$ cat src/rtl/lac_pkg.sv
package lac_pkg;
  localparam int OCT_W      = 8;
  localparam int REC_OCTETS = 14;
  localparam int CMP_OCTETS = 11;
  localparam int SUM_IDX    = 13;
  localparam int REC_OFS    = 2;

  localparam logic [OCT_W-1:0] K_START = 8'h1C;
  localparam logic [OCT_W-1:0] K_END   = 8'h7C;
  localparam logic [OCT_W-1:0] K_CFG   = 8'h9C;

  typedef logic [REC_OCTETS-1:0][OCT_W-1:0] rec_t;

  typedef struct packed {
    logic [7:0] dev_id;
    logic [3:0] bank_id;
    logic [3:0] adj_steps;
    logic       adj_delay;
    logic       phase_req;
    logic [4:0] lane_id;
    logic       scramble;
    logic [5:0] lane_cnt;
    logic [8:0] frame_len;
    logic [5:0] mf_len;
    logic [8:0] conv_cnt;
    logic [1:0] ctl_bits;
    logic [5:0] conv_res;
    logic [2:0] subclass;
    logic [5:0] sample_bits;
    logic [2:0] version;
    logic [5:0] spc;
    logic       hi_density;
    logic [4:0] ctl_words;
  } cfg_t;

  // Mask of the bits that carry a field in each compared record octet.
  function automatic logic [OCT_W-1:0] used_mask(input int idx);
    case (idx)
      2:       used_mask = 8'h7F;
      3:       used_mask = 8'h9F;
      5:       used_mask = 8'h1F;
      7:       used_mask = 8'hDF;
      10:      used_mask = 8'h9F;
      default: used_mask = 8'hFF;
    endcase
  endfunction
endpackage

$ cat src/rtl/lac_rec_decode.sv
module lac_rec_decode
  import lac_pkg::*;
(
  input  rec_t       rec,
  output cfg_t       cfg,
  output logic [7:0] sum
);
  logic unused_rec;
  assign unused_rec = ^{rec[2][7], rec[3][6:5], rec[5][7:5], rec[7][5],
                        rec[10][6:5], rec[11], rec[12], rec[13]};

  always_comb begin
    cfg.dev_id      = rec[0];
    cfg.adj_steps   = rec[1][7:4];
    cfg.bank_id     = rec[1][3:0];
    cfg.adj_delay   = rec[2][6];
    cfg.phase_req   = rec[2][5];
    cfg.lane_id     = rec[2][4:0];
    cfg.scramble    = rec[3][7];
    cfg.lane_cnt    = {1'b0, rec[3][4:0]} + 6'd1;
    cfg.frame_len   = {1'b0, rec[4]} + 9'd1;
    cfg.mf_len      = {1'b0, rec[5][4:0]} + 6'd1;
    cfg.conv_cnt    = {1'b0, rec[6]} + 9'd1;
    cfg.ctl_bits    = rec[7][7:6];
    cfg.conv_res    = {1'b0, rec[7][4:0]} + 6'd1;
    cfg.subclass    = rec[8][7:5];
    cfg.sample_bits = {1'b0, rec[8][4:0]} + 6'd1;
    cfg.version     = rec[9][7:5];
    cfg.spc         = {1'b0, rec[9][4:0]} + 6'd1;
    cfg.hi_density  = rec[10][7];
    cfg.ctl_words   = rec[10][4:0];
  end

  // Field-wise sum of the raw (as transmitted) values, modulo 256.
  always_comb begin
    sum = rec[0]
        + {4'd0, rec[1][7:4]} + {4'd0, rec[1][3:0]}
        + {7'd0, rec[2][6]}   + {7'd0, rec[2][5]}   + {3'd0, rec[2][4:0]}
        + {7'd0, rec[3][7]}   + {3'd0, rec[3][4:0]}
        + rec[4]
        + {3'd0, rec[5][4:0]}
        + rec[6]
        + {6'd0, rec[7][7:6]} + {3'd0, rec[7][4:0]}
        + {5'd0, rec[8][7:5]} + {3'd0, rec[8][4:0]}
        + {5'd0, rec[9][7:5]} + {3'd0, rec[9][4:0]}
        + {7'd0, rec[10][7]}  + {3'd0, rec[10][4:0]};
  end
endmodule

$ cat config.mk
export PLATFORM = sky130hd
export DESIGN_NAME = lac_rec_decode
export DESIGN_NICKNAME = d
export VERILOG_FILES = /design/src/rtl/lac_pkg.sv /design/src/rtl/lac_rec_decode.sv
export SDC_FILE = /design/constraint.sdc
export NUM_CORES = 1
export LEC_CHECK = 0
export ABC_CLOCK_PERIOD_IN_PS = 5900
export CELL_PAD_IN_SITES_DETAIL_PLACEMENT = 2
export CELL_PAD_IN_SITES_GLOBAL_PLACEMENT = 2
export CORE_UTILIZATION = 30
export DETAILED_ROUTE_END_ITERATION = 7
export DONT_BUFFER_PORTS = 1
export PLACE_DENSITY_LB_ADDON = 0.12
export SLEW_MARGIN = 10
export SYNTH_ARGS = -nofsm -noshare
export SYNTH_HDL_FRONTEND = slang
export SYNTH_SLANG_ARGS = --single-unit
$ cat constraint.sdc
create_clock -name vclk -period 5.9
set_clock_uncertainty 0.15 [all_clocks]
set_input_delay 0.59 -clock vclk [all_inputs]
set_output_delay 0.59 -clock vclk [all_outputs]
set_load 0.05 [all_outputs]
Yosys cells after proc, flatten, opt, wreduce, memory -nomap -nowiden
Cells that the tools add are included.
- register bits after elaboration: 0
- input port bits: 112
- output and inout bits: 94
- word-level logic and storage cells: 25
- $add $sub $neg: 25
- operator list (cell ; count):
    8-bit by 5-bit adder with 8-bit output ; 7
    8-bit by 1-bit adder with 8-bit output ; 4
    5-bit by 1-bit adder with 6-bit output (second input constant) ; 5
    8-bit by 1-bit adder with 9-bit output (second input constant) ; 2
    8-bit by 3-bit adder with 8-bit output ; 2
    8-bit by 4-bit adder with 8-bit output ; 2
    8-bit adder ; 2
    8-bit by 2-bit adder with 8-bit output ; 1

Longest topological paths before layout
- word-level depth: 18
- depth in mapped cells: 17
- mapped depth without buffers: 17

Worst setup path after synthesis
OpenSTA, ideal clock, no wires.
- kind: in2out
- start: input rec[40] (netlist name)
- end: output sum[6]
- data arrival time: 6.133 ns
- data required time: 5.160 ns
- setup slack: -0.973 ns
- stages: 13
- cell sequence: inv_1 fa_1 fa_1 fa_1 fa_1 fa_1 inv_1 fa_1 ha_1 a21o_1 a21o_1 a21oi_1 o311ai_0
- longest elaborated chain between the ends: 10
- RTL lines (element ; RTL line ; text):
    start: declaration ; lac_rec_decode.sv:4 ; input rec_t rec,
    8-bit by 5-bit adder with 8-bit output ; lac_rec_decode.sv:41 ; + {3'd0, rec[5][4:0]}
    8-bit adder ; lac_rec_decode.sv:42 ; + rec[6]
    8-bit by 2-bit adder with 8-bit output ; lac_rec_decode.sv:43 ; + {6'd0, rec[7][7:6]} + {3'd0, rec[7][4:0]}
    8-bit by 5-bit adder with 8-bit output ; lac_rec_decode.sv:43 ;
    8-bit by 3-bit adder with 8-bit output ; lac_rec_decode.sv:44 ; + {5'd0, rec[8][7:5]} + {3'd0, rec[8][4:0]}
    8-bit by 5-bit adder with 8-bit output ; lac_rec_decode.sv:44 ;
    8-bit by 3-bit adder with 8-bit output ; lac_rec_decode.sv:45 ; + {5'd0, rec[9][7:5]} + {3'd0, rec[9][4:0]}
    8-bit by 5-bit adder with 8-bit output ; lac_rec_decode.sv:45 ;
    8-bit by 1-bit adder with 8-bit output ; lac_rec_decode.sv:46 ; + {7'd0, rec[10][7]} + {3'd0, rec[10][4:0]};
    8-bit by 5-bit adder with 8-bit output ; lac_rec_decode.sv:46 ;
    end: declaration ; lac_rec_decode.sv:6 ; output logic [7:0] sum
Every way passes these cells.

Final worst setup path
- start: input rec[18] (netlist name)
- end: output sum[6]
- longest elaborated chain between the ends: 14
- RTL lines (element ; RTL line ; text):
    8-bit by 5-bit adder with 8-bit output ; lac_rec_decode.sv:38 ; + {7'd0, rec[2][6]} + {7'd0, rec[2][5]} + {3'd0, rec[2][4:0]}
    8-bit by 1-bit adder with 8-bit output ; lac_rec_decode.sv:39 ; + {7'd0, rec[3][7]} + {3'd0, rec[3][4:0]}
    8-bit by 5-bit adder with 8-bit output ; lac_rec_decode.sv:39 ;
    8-bit adder ; lac_rec_decode.sv:40 ; + rec[4]
    8-bit by 5-bit adder with 8-bit output ; lac_rec_decode.sv:41 ;
    8-bit adder ; lac_rec_decode.sv:42 ;
    8-bit by 2-bit adder with 8-bit output ; lac_rec_decode.sv:43 ;
    8-bit by 5-bit adder with 8-bit output ; lac_rec_decode.sv:43 ;
    8-bit by 3-bit adder with 8-bit output ; lac_rec_decode.sv:44 ;
    8-bit by 5-bit adder with 8-bit output ; lac_rec_decode.sv:44 ;
    8-bit by 3-bit adder with 8-bit output ; lac_rec_decode.sv:45 ;
    8-bit by 5-bit adder with 8-bit output ; lac_rec_decode.sv:45 ;
    8-bit by 1-bit adder with 8-bit output ; lac_rec_decode.sv:46 ;
    8-bit by 5-bit adder with 8-bit output ; lac_rec_decode.sv:46 ;
Every way passes these cells.

==> out/metrics.cfg <==
[hold_path]
min_from=rec[80]
hold_class=in -> out

[synthesis]
synth_area_leaders=fa_1, ha_1, inv_1, buf_4, xnor2_1
synth_cell_types=24
netlist_area_um2=2720
syn-num-nets=491
yosysTopAreaCellShare_pct=43.4
yosysMostFrequentCell=inv_1
synth_warnings=0
ys_top_cells_by_count=inv_1, fa_1, buf_4, ha_1, xnor2_1
yosysTopAreaCell=fa_1
ys_seq_area_share_pct=0
avgSynthCellArea_um2=9.29
syn_inst=293

[detailed_routing]
drtIter0Drc=11
drc_errors=0
vias_per_cell=4.71
vias=1760
drt_wl_total_mm=6.38
detail-route-antenna-nets=0
wl_per_cell_um=17.1
firstDrtPassIters=4

[worst_setup_path]
path_common_cell=fa_1
worstSetupPathType=in -> out
path_cells=inv_1 > fa_1 > inv_1 > fa_1 > fa_1 > fa_1 > fa_1 > fa_1 > ha_1 > a21o_1 > a21o_1 > a2111o_1 > o311ai_2 > buf_6
critPathMaxStageDelay_ps=560
critPathCaptureType=output port
cp.arrival_ps=5000
cp_slowest_cell=fa_1
startpoint=rec[18]
critPathLaunchType=input port
path_max_fanout=2
crit_required_ps=5160

[place]
port_buffers=0
dpl.hpwl_mm=6.06
gp_congestion=0.712

[die]
core-area_um2=8760
row_count=34
initial_core_util_pct=31.1
dieArea_um2=9460
die_x_um=97.2
ios=206
die-height_um=97.2

[global_route]
grt_first_pass_wirelength_mm=10.3
grt_max_degree=6
grt_remaining_overflow=0
grt_pass1_vias=2100
antenna_found_initial=1
grt_use_total_pct=13.5

[timing]
fmax_mhz=174
rsz0062_at_grt=yes
finalSetupViolations=0
tightest_slew_ps=1160
fin_crit_sh_pct=97.2
slew_headroom_pct=22.2
report.final.slew_viol_count=0
hold_violations=0
min_period_ps=5740

[final_layout]
drive_gt1_share_pct=6.77
post-route-util_pct=31.2
synthToLayoutAreaGrowth_pct=0.368
n_fill_cell=1000
nets=466
clock_buffers=0
antenna_cells=0
seq_cells=0
seqCellArea_um2=0

[outcome]
status=finished, final reports clean

[run]
drv_cap=0

[clock_tree]
ctsHoldBuffers=0

-- critical path: cells and delay by family --
family                     cells  cell delay (ps)
adders and majority gates      7             3290
AOI/OAI and AO/OA              4              820
buffers and inverters          3              280
-- final cells by class --
| class | count | area, um^2 | area share [%] |
|---|---|---|---|
| timing repair buffer | 11 | 111 | 4.08 |
| inverter | 78 | 293 | 10.7 |
| multi-input combinational | 177 | 2190 | 80.3 |
| tap | 108 | 135 | 4.95 |
-- layout by cell type (no fill, tap or decap), drive strengths merged, types with 2 or more instances in the layout --
cell / n
ha: 27
a21o: 2
nand3: 17
and3: 2
inv: 78
xnor2: 24
nor2: 8
and4: 2
a21oi: 3
buf: 11
nand2: 9
xor2: 12
nand4: 2
fa: 59
-- through the flow --
stage / hold WS [ps] / area (um^2) / cells / TNS (ps) / setup WS, ps
floorplan: 1200 / 2750 / 293 / 0 / 42.6
global placement: 1030 / 2700 / 373 / -114 / -58.7
detailed placement: 1030 / 2700 / 373 / -251 / -128
CTS: 1030 / 2730 / 374 / 0 / 1.40
global route: 1030 / 2730 / 374 / -3.81 / -3.81
finish: 1030 / 2730 / 374 / 0 / 163
-- repair_timing --
item | 4_1_cts | 5_1_grt
buffers inserted | 1 | 0
pin swaps | 7 | 9
setup endpoints to repair | 2 | 3
gates resized for setup | 4 | 1
cloned | 0 | 0
-- cells by family after synthesis --
group / count (synthesis) / synth area share [%]
adder cells (fa/ha/maj): 86 / 55.8
AO/OA/AOI/OAI: 11 / 2.85
AND/OR/NAND/NOR: 43 / 7.68
buffers and inverters: 116 / 21.2
XOR/XNOR: 37 / 12.4
-- metal layers --
layer | share of wire (%) | up-vias | wire, um | track usage, %
met5 | 0 | - | 0 | 0
li1 | - | 784 | - | -
met2 | 52 | 93 | 3340 | 24.8
met1 | 41 | 883 | 2610 | 17.9
met3 | 6.8 | 0 | 433 | 1.80
met4 | 0 | 0 | 0 | 0.113
-- final timing paths --
| path | depth (start not counted) | slack, ps | to |
|---|---|---|---|
| setup / recovery | 14 | 160 | sum[6] |
| hold / removal | 0 | 1030 | cfg[0] |
Power is left out: the tool's default activity adds up to more than one toggle a clock period on the data nets, which glitch-free logic cannot reach.
